<file path="src/rtl/pwr_mode_pkg.sv">
package pwr_mode_pkg;

   localparam int PM_NUM_MODES = 5;
   localparam int PM_MODE_W    = $clog2(PM_NUM_MODES);

   typedef enum logic [PM_MODE_W-1:0] {
      PM_RUN  = 3'd0,
      PM_SLP0 = 3'd1,
      PM_SLP1 = 3'd2,
      PM_IDL0 = 3'd3,
      PM_IDL1 = 3'd4
   } pm_mode_e;

   typedef struct packed {
      logic sys;
      logic tb;
      logic sub;
   } pm_gates_t;

   localparam pm_gates_t PM_GATES_ALL_ON = '{sys: 1'b1, tb: 1'b1, sub: 1'b1};

endpackage

</file>
<file path="src/rtl/pmc_mode_sel.sv">
module pmc_mode_sel
   import pwr_mode_pkg::*;
(
   input  logic     idle_en_i,
   input  logic     keep_sys_i,
   input  logic     wdt_en_i,
   input  logic     lvd_en_i,
   output pm_mode_e mode_o
);

   always_comb begin
      if (idle_en_i) begin
         mode_o = keep_sys_i ? PM_IDL1 : PM_IDL0;
      end else begin
         mode_o = (wdt_en_i || lvd_en_i) ? PM_SLP1 : PM_SLP0;
      end
   end

endmodule

</file>
<file path="src/rtl/pmc_seq.sv">
module pmc_seq
   import pwr_mode_pkg::*;
#(
   parameter int WDT_CLR_LEN = 1
)(
   input  logic     clk,
   input  logic     rst_n,
   input  logic     halt_i,
   input  logic     wake_i,
   input  pm_mode_e next_mode_i,
   input  logic     wdt_en_i,
   input  logic     wdt_src_sub_i,
   output pm_mode_e mode_o,
   output logic     enter_o,
   output logic     wdt_en_q_o,
   output logic     wdt_sub_q_o,
   output logic     wdt_clr_o
);

   localparam int CW = $clog2(WDT_CLR_LEN + 1);

   initial begin
      assert (WDT_CLR_LEN >= 1 && WDT_CLR_LEN <= 255)
         else $error("pmc_seq: WDT_CLR_LEN out of range");
   end

   pm_mode_e        mode_q;
   logic            wdt_en_q;
   logic            wdt_sub_q;
   logic [CW-1:0]   clr_cnt_q;
   logic            in_lp;

   assign in_lp   = (mode_q != PM_RUN);
   assign enter_o = halt_i && !in_lp;

   always_ff @(posedge clk or negedge rst_n) begin
      if (!rst_n) begin
         mode_q    <= PM_RUN;
         wdt_en_q  <= 1'b0;
         wdt_sub_q <= 1'b0;
      end else if (enter_o) begin
         mode_q    <= next_mode_i;
         wdt_en_q  <= wdt_en_i;
         wdt_sub_q <= wdt_src_sub_i;
      end else if (in_lp && wake_i) begin
         mode_q    <= PM_RUN;
      end
   end

   always_ff @(posedge clk or negedge rst_n) begin
      if (!rst_n) begin
         clr_cnt_q <= '0;
      end else if (enter_o && wdt_en_i) begin
         clr_cnt_q <= CW'(WDT_CLR_LEN);
      end else if (clr_cnt_q != '0) begin
         clr_cnt_q <= clr_cnt_q - 1'b1;
      end
   end

   assign mode_o      = mode_q;
   assign wdt_en_q_o  = wdt_en_q;
   assign wdt_sub_q_o = wdt_sub_q;
   assign wdt_clr_o   = (clr_cnt_q != '0);

   AST_CLR_FROM_ENTRY: assert property (@(posedge clk) disable iff (!rst_n)
      $rose(wdt_clr_o) |-> $past(enter_o && wdt_en_i));
   AST_LP_HOLD: assert property (@(posedge clk) disable iff (!rst_n)
      (in_lp && !wake_i) |=> $stable(mode_q));
   AST_WAKE_RUN: assert property (@(posedge clk) disable iff (!rst_n)
      (in_lp && wake_i) |=> (mode_q == PM_RUN));
   AST_RUN_STAYS: assert property (@(posedge clk) disable iff (!rst_n)
      (!in_lp && !halt_i) |=> (mode_q == PM_RUN));

endmodule

</file>
<file path="src/rtl/pmc_gate_map.sv">
module pmc_gate_map
   import pwr_mode_pkg::*;
#(
   parameter bit REG_GATES = 1'b0
)(
   input  logic                    clk,
   input  logic                    rst_n,
   input  pm_mode_e                mode_i,
   input  logic                    wdt_en_live_i,
   input  logic                    wdt_en_q_i,
   input  logic                    wdt_sub_q_i,
   output pm_gates_t               gates_o,
   output logic                    wdt_cnt_en_o,
   output logic [PM_NUM_MODES-1:0] mode_oh_o
);

   pm_gates_t gates_n;
   logic      cnt_n;

   always_comb begin
      gates_n = PM_GATES_ALL_ON;
      cnt_n   = wdt_en_live_i;
      case (mode_i)
         PM_SLP0: begin
            gates_n = '{sys: 1'b0, tb: 1'b0, sub: 1'b0};
            cnt_n   = 1'b0;
         end
         PM_SLP1: begin
            gates_n = '{sys: 1'b0, tb: 1'b0, sub: 1'b1};
            cnt_n   = wdt_en_q_i && wdt_sub_q_i;
         end
         PM_IDL0: begin
            gates_n = '{sys: 1'b0, tb: 1'b1, sub: 1'b1};
            cnt_n   = wdt_en_q_i && wdt_sub_q_i;
         end
         PM_IDL1: begin
            gates_n = PM_GATES_ALL_ON;
            cnt_n   = wdt_en_q_i;
         end
         default: begin
            gates_n = PM_GATES_ALL_ON;
            cnt_n   = wdt_en_live_i;
         end
      endcase
   end

   for (genvar i = 0; i < PM_NUM_MODES; i++) begin : g_oh
      assign mode_oh_o[i] = (mode_i == pm_mode_e'(PM_MODE_W'(i)));
   end

   if (REG_GATES) begin : g_reg
      pm_gates_t gates_q;
      logic      cnt_q;
      always_ff @(posedge clk or negedge rst_n) begin
         if (!rst_n) begin
            gates_q <= PM_GATES_ALL_ON;
            cnt_q   <= 1'b0;
         end else begin
            gates_q <= gates_n;
            cnt_q   <= cnt_n;
         end
      end
      assign gates_o      = gates_q;
      assign wdt_cnt_en_o = cnt_q;
   end else begin : g_comb
      assign gates_o      = gates_n;
      assign wdt_cnt_en_o = cnt_n;

      AST_SLEEP0_DARK: assert property (@(posedge clk) disable iff (!rst_n)
         mode_oh_o[1] |-> (gates_o == '0));
      AST_IDLE1_ALL_ON: assert property (@(posedge clk) disable iff (!rst_n)
         mode_oh_o[4] |-> (gates_o == PM_GATES_ALL_ON));
      AST_SYS_OFF_LP: assert property (@(posedge clk) disable iff (!rst_n)
         (mode_oh_o[2] || mode_oh_o[3]) |-> !gates_o.sys);
   end

endmodule

</file>
<file path="src/rtl/pmc_flags.sv">
module pmc_flags (
   input  logic clk,
   input  logic rst_n,
   input  logic enter_i,
   input  logic pd_clr_i,
   input  logic tmo_i,
   output logic pd_o,
   output logic to_o
);

   always_ff @(posedge clk or negedge rst_n) begin
      if (!rst_n) begin
         pd_o <= 1'b0;
      end else if (enter_i) begin
         pd_o <= 1'b1;
      end else if (pd_clr_i) begin
         pd_o <= 1'b0;
      end
   end

   always_ff @(posedge clk or negedge rst_n) begin
      if (!rst_n) begin
         to_o <= 1'b0;
      end else if (enter_i) begin
         to_o <= 1'b0;
      end else if (tmo_i) begin
         to_o <= 1'b1;
      end
   end

   AST_PD_ON_ENTRY: assert property (@(posedge clk) disable iff (!rst_n)
      enter_i |=> pd_o);
   AST_TO_ON_ENTRY: assert property (@(posedge clk) disable iff (!rst_n)
      enter_i |=> !to_o);
   AST_PD_STICKY: assert property (@(posedge clk) disable iff (!rst_n)
      (pd_o && !pd_clr_i) |=> pd_o);

endmodule

</file>
<file path="src/rtl/pwr_mode_ctrl.sv">
module pwr_mode_ctrl
   import pwr_mode_pkg::*;
#(
   parameter int WDT_CLR_LEN = 1,
   parameter bit REG_GATES   = 1'b0
)(
   input  logic       clk,
   input  logic       rst_n,
   input  logic       halt_i,
   input  logic       idle_en_i,
   input  logic       keep_sys_i,
   input  logic       wdt_en_i,
   input  logic       lvd_en_i,
   input  logic       wdt_src_sub_i,
   input  logic       wake_i,
   input  logic       wdt_tmo_i,
   input  logic       pd_clr_i,
   output logic       sys_clk_en_o,
   output logic       tb_clk_en_o,
   output logic       sub_clk_en_o,
   output logic       wdt_clr_o,
   output logic       wdt_cnt_en_o,
   output logic       pd_flag_o,
   output logic       to_flag_o,
   output logic [4:0] mode_oh_o
);

   initial begin
      assert (PM_NUM_MODES == 5) else $error("pwr_mode_ctrl: mode count mismatch");
   end

   pm_mode_e  next_mode;
   pm_mode_e  cur_mode;
   logic      enter;
   logic      wdt_en_q;
   logic      wdt_sub_q;
   pm_gates_t gates;

   pmc_mode_sel u_sel (
      .idle_en_i  (idle_en_i),
      .keep_sys_i (keep_sys_i),
      .wdt_en_i   (wdt_en_i),
      .lvd_en_i   (lvd_en_i),
      .mode_o     (next_mode)
   );

   pmc_seq #(.WDT_CLR_LEN(WDT_CLR_LEN)) u_seq (
      .clk           (clk),
      .rst_n         (rst_n),
      .halt_i        (halt_i),
      .wake_i        (wake_i),
      .next_mode_i   (next_mode),
      .wdt_en_i      (wdt_en_i),
      .wdt_src_sub_i (wdt_src_sub_i),
      .mode_o        (cur_mode),
      .enter_o       (enter),
      .wdt_en_q_o    (wdt_en_q),
      .wdt_sub_q_o   (wdt_sub_q),
      .wdt_clr_o     (wdt_clr_o)
   );

   pmc_gate_map #(.REG_GATES(REG_GATES)) u_map (
      .clk           (clk),
      .rst_n         (rst_n),
      .mode_i        (cur_mode),
      .wdt_en_live_i (wdt_en_i),
      .wdt_en_q_i    (wdt_en_q),
      .wdt_sub_q_i   (wdt_sub_q),
      .gates_o       (gates),
      .wdt_cnt_en_o  (wdt_cnt_en_o),
      .mode_oh_o     (mode_oh_o)
   );

   pmc_flags u_flags (
      .clk      (clk),
      .rst_n    (rst_n),
      .enter_i  (enter),
      .pd_clr_i (pd_clr_i),
      .tmo_i    (wdt_tmo_i),
      .pd_o     (pd_flag_o),
      .to_o     (to_flag_o)
   );

   assign sys_clk_en_o = gates.sys;
   assign tb_clk_en_o  = gates.tb;
   assign sub_clk_en_o = gates.sub;

   AST_MODE_ONEHOT: assert property (@(posedge clk) disable iff (!rst_n)
      $onehot(mode_oh_o));
   AST_WAKE_IGNORED_RUN: assert property (@(posedge clk) disable iff (!rst_n)
      (mode_oh_o[0] && !halt_i) |=> mode_oh_o[0]);

endmodule

</file>
<file path="config.mk">
export PLATFORM = sky130hd
export DESIGN_NAME = pwr_mode_ctrl
export DESIGN_NICKNAME = d
export VERILOG_FILES = /design/src/rtl/pwr_mode_pkg.sv /design/src/rtl/pmc_mode_sel.sv /design/src/rtl/pmc_seq.sv /design/src/rtl/pmc_gate_map.sv /design/src/rtl/pmc_flags.sv /design/src/rtl/pwr_mode_ctrl.sv
export SDC_FILE = /design/constraint.sdc
export NUM_CORES = 1
export LEC_CHECK = 0
export ABC_CLOCK_PERIOD_IN_PS = 1400
export BUFFER_PORTS_ARGS = -buffer_cell sky130_fd_sc_hd__buf_2
export CAP_MARGIN = 5
export CELL_PAD_IN_SITES_DETAIL_PLACEMENT = 0
export CELL_PAD_IN_SITES_GLOBAL_PLACEMENT = 1
export CORE_MARGIN = 2
export CORE_UTILIZATION = 28
export CTS_BUF_LIST = sky130_fd_sc_hd__clkbuf_16
export CTS_CLUSTER_SIZE = 12
export DETAILED_ROUTE_END_ITERATION = 10
export GPL_TIMING_DRIVEN = 0
export PLACE_DENSITY = 0.76
export SYNTH_ARGS = -nofsm -noshare
export SYNTH_HDL_FRONTEND = slang
export SYNTH_SLANG_ARGS = --single-unit
</file>
<file path="constraint.sdc">
create_clock -name clk -period 1.4 [get_ports clk]
set_input_delay 0.14 -clock clk [delete_from_list [all_inputs] [get_ports clk]]
set_output_delay 0.14 -clock clk [all_outputs]
set_load 0.005 [all_outputs]
</file>
==> results of run 1 <==
-- metrics by stage --
| stage | instances | hold slack (ps) |
|---|---|---|
| 2_1_floorplan | 39 | -156 |
| 3_3_place_gp | 76 | -13.0 |
| 3_5_place_dp | 76 | -11.9 |
| 4_1_cts | 82 | 94.7 |
| 5_1_grt | 82 | 110 |
| 6_report | 82 | 92.3 |
-- state kept, by name, summed over array words and instances (netlist names) --
signal and flops:
u_flags.to_o 1, u_seq.wdt_clr_o 1, u_flags.pd_o 1, u_seq.mode_o 3, u_seq.wdt_en_q_o 1, u_seq.wdt_sub_q_o 1
-- synth_stat cells --
cell type  n
nand2_4    1
a21oi_1    2
nor3_1     4
nand2b_1   1
or2_2      1
nand3_1    1
a21o_1     1
o21ai_0    2
and3_2     1
nor3_4     1
o22ai_1    3
inv_1      6
a221o_1    1
nand3b_1   1
dfrtp_1    8
mux2_4     1
nand2_1    2
o21a_1     1
a21o_2     1
-- critical path, delay by kind of cell (launching register included) --
family	cells	cell delay, ps
AO/OA/AOI/OAI	2	430
flip-flops	1	450
AND/OR/NAND/NOR	1	50
buffers and inverters	1	120
-- where the power goes --
group	leakage, nW	internal, W	total [W]	switching [W]
sequential	0.0959	0.000293	0.000356	0.0000634
clock	0.0370	0.000369	0.000484	0.000116
combinational	0.202	0.000179	0.000315	0.000135
total	0.335	0.000841	0.00115	0.000314
-- layer usage --
| layer | GRT usage | vias to the layer above |
|---|---|---|
| li1 | - | 193 |
| met1 | 0.148 | 188 |
| met2 | 0.222 | 13 |
| met3 | 0.0435 | 3 |
| met4 | 0.0968 | 0 |
| met5 | 0 | - |
-- timing repair --
item,4_1_cts,5_1_grt
hold buffers,1,0
buffers inserted,2,0
endpoints found under the setup margin,2,2
pin swaps,1,1
gates resized for setup,4,5
hold endpoints to repair,8,0
-- cell families after synthesis --
| kind of cell | count (synthesis) | share of synthesized area |
|---|---|---|
| flops | 8 | 0.503 |
| simple gates | 13 | 0.220 |
| compound gates | 11 | 0.182 |
| buf+inv | 6 | 0.0566 |
| mux | 1 | 0.0377 |
-- path summary, 6_finish.rpt --
check | slack [ps] | to
max reg2reg | 90 | u_seq.wdt_sub_q_o
max in group asynchronous | 950 | u_seq.mode_o[2]
min reg2reg | 470 | u_flags.to_o
min in group asynchronous | 270 | u_flags.to_o
max | -20 | wdt_cnt_en_o
min | 90 | u_flags.pd_o
-- cell type report --
cell class / count / area (um^2) / share of cell area
Inverter: 6 / 25.0 / 0.0393
Multi-Input combinational cell: 25 / 179 / 0.281
Tap cell: 15 / 18.8 / 0.0295
Sequential cell: 8 / 204 / 0.320
Timing Repair Buffer: 25 / 135 / 0.212
Clock buffer: 3 / 75.1 / 0.118
==> impl_metrics.tcl, run 1 <==
set metrics [dict create \
    finalMaxSlewViolations 0 \
    place_ws_ps 118 \
    relSlewSlack 0.837 \
    cts.reportedPaths.clkPinSlew_ps 40 \
    grt_pass1_vias 414 \
    core_mm2 0.00132 \
    fin_crit_sh 1.02 \
    finalClockSkew_ps 0.712 \
    run_status "complete, but fails checks" \
    antenna_left 0 \
    die-area_mm2 0.00174 \
    clk_path_buf_depth 2 \
    final_cell_area_um2 637 \
    die_w_um 41.7 \
    power_density_mw_per_mm2 1810 \
    postSynthCellCount 39 \
    drt-met1-wl_um 405 \
    drive_gt1_frac 0.597 \
    dr.max_layer_used "met4" \
    synth_area_um2 398 \
    crit_path_end_kind "primary output" \
    n_fill_cell 127 \
    reg2reg_from "u_seq.mode_o[1]" \
    num_rows 13 \
    layout_common_cells "22 x buf_2, 5 x dfrtp_1, 4 x nor3_1" \
    start_kind "register" \
    ioPinCount 23 \
    violations "setup timing" \
    dieHeight_um 41.7 \
    drt_iter0_drc 5 \
    final_common_cell "buf_2" \
    arrival_ps 1280 \
    wirelength_um 979 \
    finalHoldViolCount 0 \
    root_buffer "clkbuf_16" \
    path_cells "nor3_4 > a21o_1 > a221o_1 > buf_2" \
    crit_start "u_seq.mode_o[0]" \
    grt_usage 0.136 \
    wl_met2_um 493 \
    layout.nets 80 \
    htree_levels 1 \
    dr.pass1.iters 4 \
    rsz0062_at_grt "yes" \
    finalSetupViolations 1 \
    synth_nets 50 \
    tightest_slew_ps 243 \
    clock.fmax_mhz 702 \
    ys_seq_area_frac 0.503 \
    areaGrowthSynthToFinish_pct 60.1 \
    viasPerCell 4.84 \
    synth_area_per_cell_um2 10.2 \
    setup_ws_ps -23.5 \
    peakVddDrop_mv 1.17 \
    slowest_delay_ps 450 \
    drc 0 \
    numPortBuffers 22 \
    holdPathStages 2 \
    p_leak_nw 0.335 \
    clk_latency_ps 230 \
    cts.sinks 8 \
    hold_class "primary input to register" \
    yosysWarnings 0 \
    cts-buffers-inserted 3 \
    critPathKind "register to primary output" \
    reg2reg_depth 4 \
    gr-total-overflow 0 \
    gp_congestion 0.712 \
    crit_fanout 7 \
    cp_slowest_cell "dfrtp_2" \
    total_power_w 0.00115 \
    wl_met3_um 54 \
    synth_top_area_cell "dfrtp_1" \
    dp_hpwl_um 657 \
    maxCapViolCount 0 \
    synth_cell_types 19 \
    hold_start "pd_clr_i" \
    final_util 0.483 \
    ys_ff_latch 8 \
    period_needed_ps 1420 \
    insertedDiodeCount 0 \
    worstPathRequired_ps 1260 \
    num_vias 397 \
    synth.top_cell.area_share 0.503 \
    placed_area_um2 527 \
    antenna_found_initial 0 \
    cts_tree "built" \
    wl_per_cell_um 11.9 \
    grt_start_max_net_pins 9 \
    start_util 0.302 \
    tns_ps -23.5 \
    ys_top_cells_by_area "dfrtp_1 50%, inv_1 5.7%, nor3_1 5.0%" \
    grt_pass1_wl_mm 1.71 \
]
No activity file was read; power rests on OpenSTA's default activity.
==> run 2: changes to the inputs <==
CORE_AREA = 2 2 39 41   (was default)
CORE_MARGIN = default   (was 2)
CORE_UTILIZATION = default   (was 28)
CTS_BUF_LIST = sky130_fd_sc_hd__clkbuf_2   (was sky130_fd_sc_hd__clkbuf_16)
DIE_AREA = 0 0 41 43   (was default)
GPL_ROUTABILITY_DRIVEN = 0   (was default)
PLACE_DENSITY = 0.8   (was 0.76)
==> run 2 against run 1 <==
The run still ends with setup timing left. Power is 30% lower. Critical path depth decreased by 1. Register-to-register slack gained 40 ps. First-iteration DRC count is 20% lower. Core utilization decreased by 4.8 points. Clock-buffer cell count did not move. Die area is 1.4% higher. Wire length fell by 6.6%. Global-route usage fell by 1.0 points. Critical endpoint unchanged. Largest cell class unchanged.
==> impl_metrics.tcl, run 2 (synthesis gave the netlist of run 1 again) <==
set metrics [dict create \
    drc 0 \
    wl_per_cell_um 10.5 \
    antenna_found_initial 0 \
    cts-buffers-inserted 3 \
    dpl.cell_count 77 \
    place_ws_ps 116 \
    cts.sinks 8 \
    antenna_left 0 \
    areaGrowthSynthToFinish_pct 51.3 \
    largest_reg_flops 3 \
    violations "setup timing" \
    slowest_delay_ps 450 \
    cp_num_buf_inv 1 \
    cp_slowest_cell "dfrtp_2" \
    die_w_um 41 \
    insertedDiodeCount 0 \
    grt_start_max_net_pins 9 \
    htree_levels 1 \
    cts.reportedPaths.clkPinSlew_ps 70 \
    finalClockSkew_ps 8.31 \
    num_vias 401 \
    drive_gt1_frac 0.592 \
    dieHeight_um 43 \
    clock.fmax_mhz 708 \
    ioPinCount 23 \
    finalHoldViolCount 0 \
    placed_area_um2 528 \
    finalSetupViolations 1 \
    setup_ws_ps -13.4 \
    worstPathRequired_ps 1260 \
    crit_fanout 6 \
    rsz0062_at_grt "yes" \
    drt_iter0_drc 4 \
    critical_path.top_delay_family "compound AO/OA/AOI/OAI gates" \
    crit_start "u_seq.mode_o[0]" \
    final_cell_area_um2 602 \
    clk_latency_ps 230 \
    cts_tree "built" \
    num_rows 14 \
    grt_pass1_wl_mm 1.48 \
    gr-total-overflow 0 \
    critPathKind "register to primary output" \
    arrival_ps 1270 \
    numPortBuffers 22 \
    period_needed_ps 1410 \
    tightest_slew_ps 249 \
    maxCapViolCount 0 \
    reg2reg_from "u_seq.mode_o[1]" \
    path_cells "a21o_1 > a221o_1 > buf_2" \
    run_status "complete, but fails checks" \
    peakVddDrop_mv 0.479 \
    n_fill_cell 152 \
    relSlewSlack 0.833 \
    layout_common_cells "22 x buf_2, 6 x buf_4, 5 x dfrtp_1" \
    regArea_um2 204 \
    root_buffer "clkbuf_2" \
    power_density_mw_per_mm2 1340 \
    hold_start "pd_clr_i" \
    grt_pass1_vias 379 \
    grt_usage 0.126 \
    crit_path_end_kind "primary output" \
    layout.nets 84 \
    wirelength_um 914 \
    p_leak_nw 0.329 \
    fin_crit_sh 1.01 \
    dp_hpwl_um 670 \
    viasPerCell 4.61 \
    die-area_mm2 0.00176 \
    final_common_cell "buf_2" \
    start_kind "register" \
    dr.pass1.iters 2 \
    start_util 0.288 \
    tns_ps -13.4 \
    finalMaxSlewViolations 0 \
    instances_no_fill 87 \
    core_mm2 0.00138 \
    hold_class "primary input to register" \
    clk_path_buf_depth 2 \
    multi_input_area_um2 175 \
    final_util 0.435 \
]
[run 2: layer usage]
metal | vias up | global-route usage | part of all wire
met5 | - | 0 | 0
met4 | 0 | 0.0800 | 0
met3 | 0 | 0.0314 | 0.055
met2 | 11 | 0.203 | 0.52
met1 | 187 | 0.137 | 0.42
li1 | 203 | - | -
[run 2: area by class of cell]
class                           count  share of cell area
Clock buffer                        3              0.0249
Inverter                            6              0.0374
Multi-Input combinational cell     25               0.291
Sequential cell                     8               0.339
Tap cell                           16              0.0333
Timing Repair Buffer               29               0.274
[run 2: worst paths after layout]
path	to	slack, ps	cells past startpoint
setup reg to reg	u_seq.wdt_sub_q_o	130	4
hold / removal	u_flags.pd_o	90	2
setup / recovery	wdt_cnt_en_o	-10	3
hold reg to reg	u_flags.to_o	490	1
max in group asynchronous	u_seq.mode_o[0]	940	2
min in group asynchronous	u_seq.wdt_sub_q_o	270	2
[run 2: timing repair]
item                                    CTS  global route
hold buffers                              1             0
pin swaps                                 3             1
gates resized for setup                   4             2
buffers inserted                          5             1
endpoints found under the hold margin     8             0
endpoints found under the setup margin    2             2
[run 2: power breakdown]
group / internal (W) / switching [W]
combinational: 0.000194 / 0.000137
clock: 0.0000584 / 0.0000760
sequential: 0.000291 / 0.0000531
[run 2: per-stage QoR]
step / total power [W] / hold slack (ps)
6_report: 0.000809 / 92.7
4_1_cts: 0.000810 / 78.6
2_1_floorplan: 0.000507 / -156
3_5_place_dp: 0.000630 / -6.06
3_3_place_gp: 0.000625 / -11.3
5_1_grt: 0.000880 / 90.9
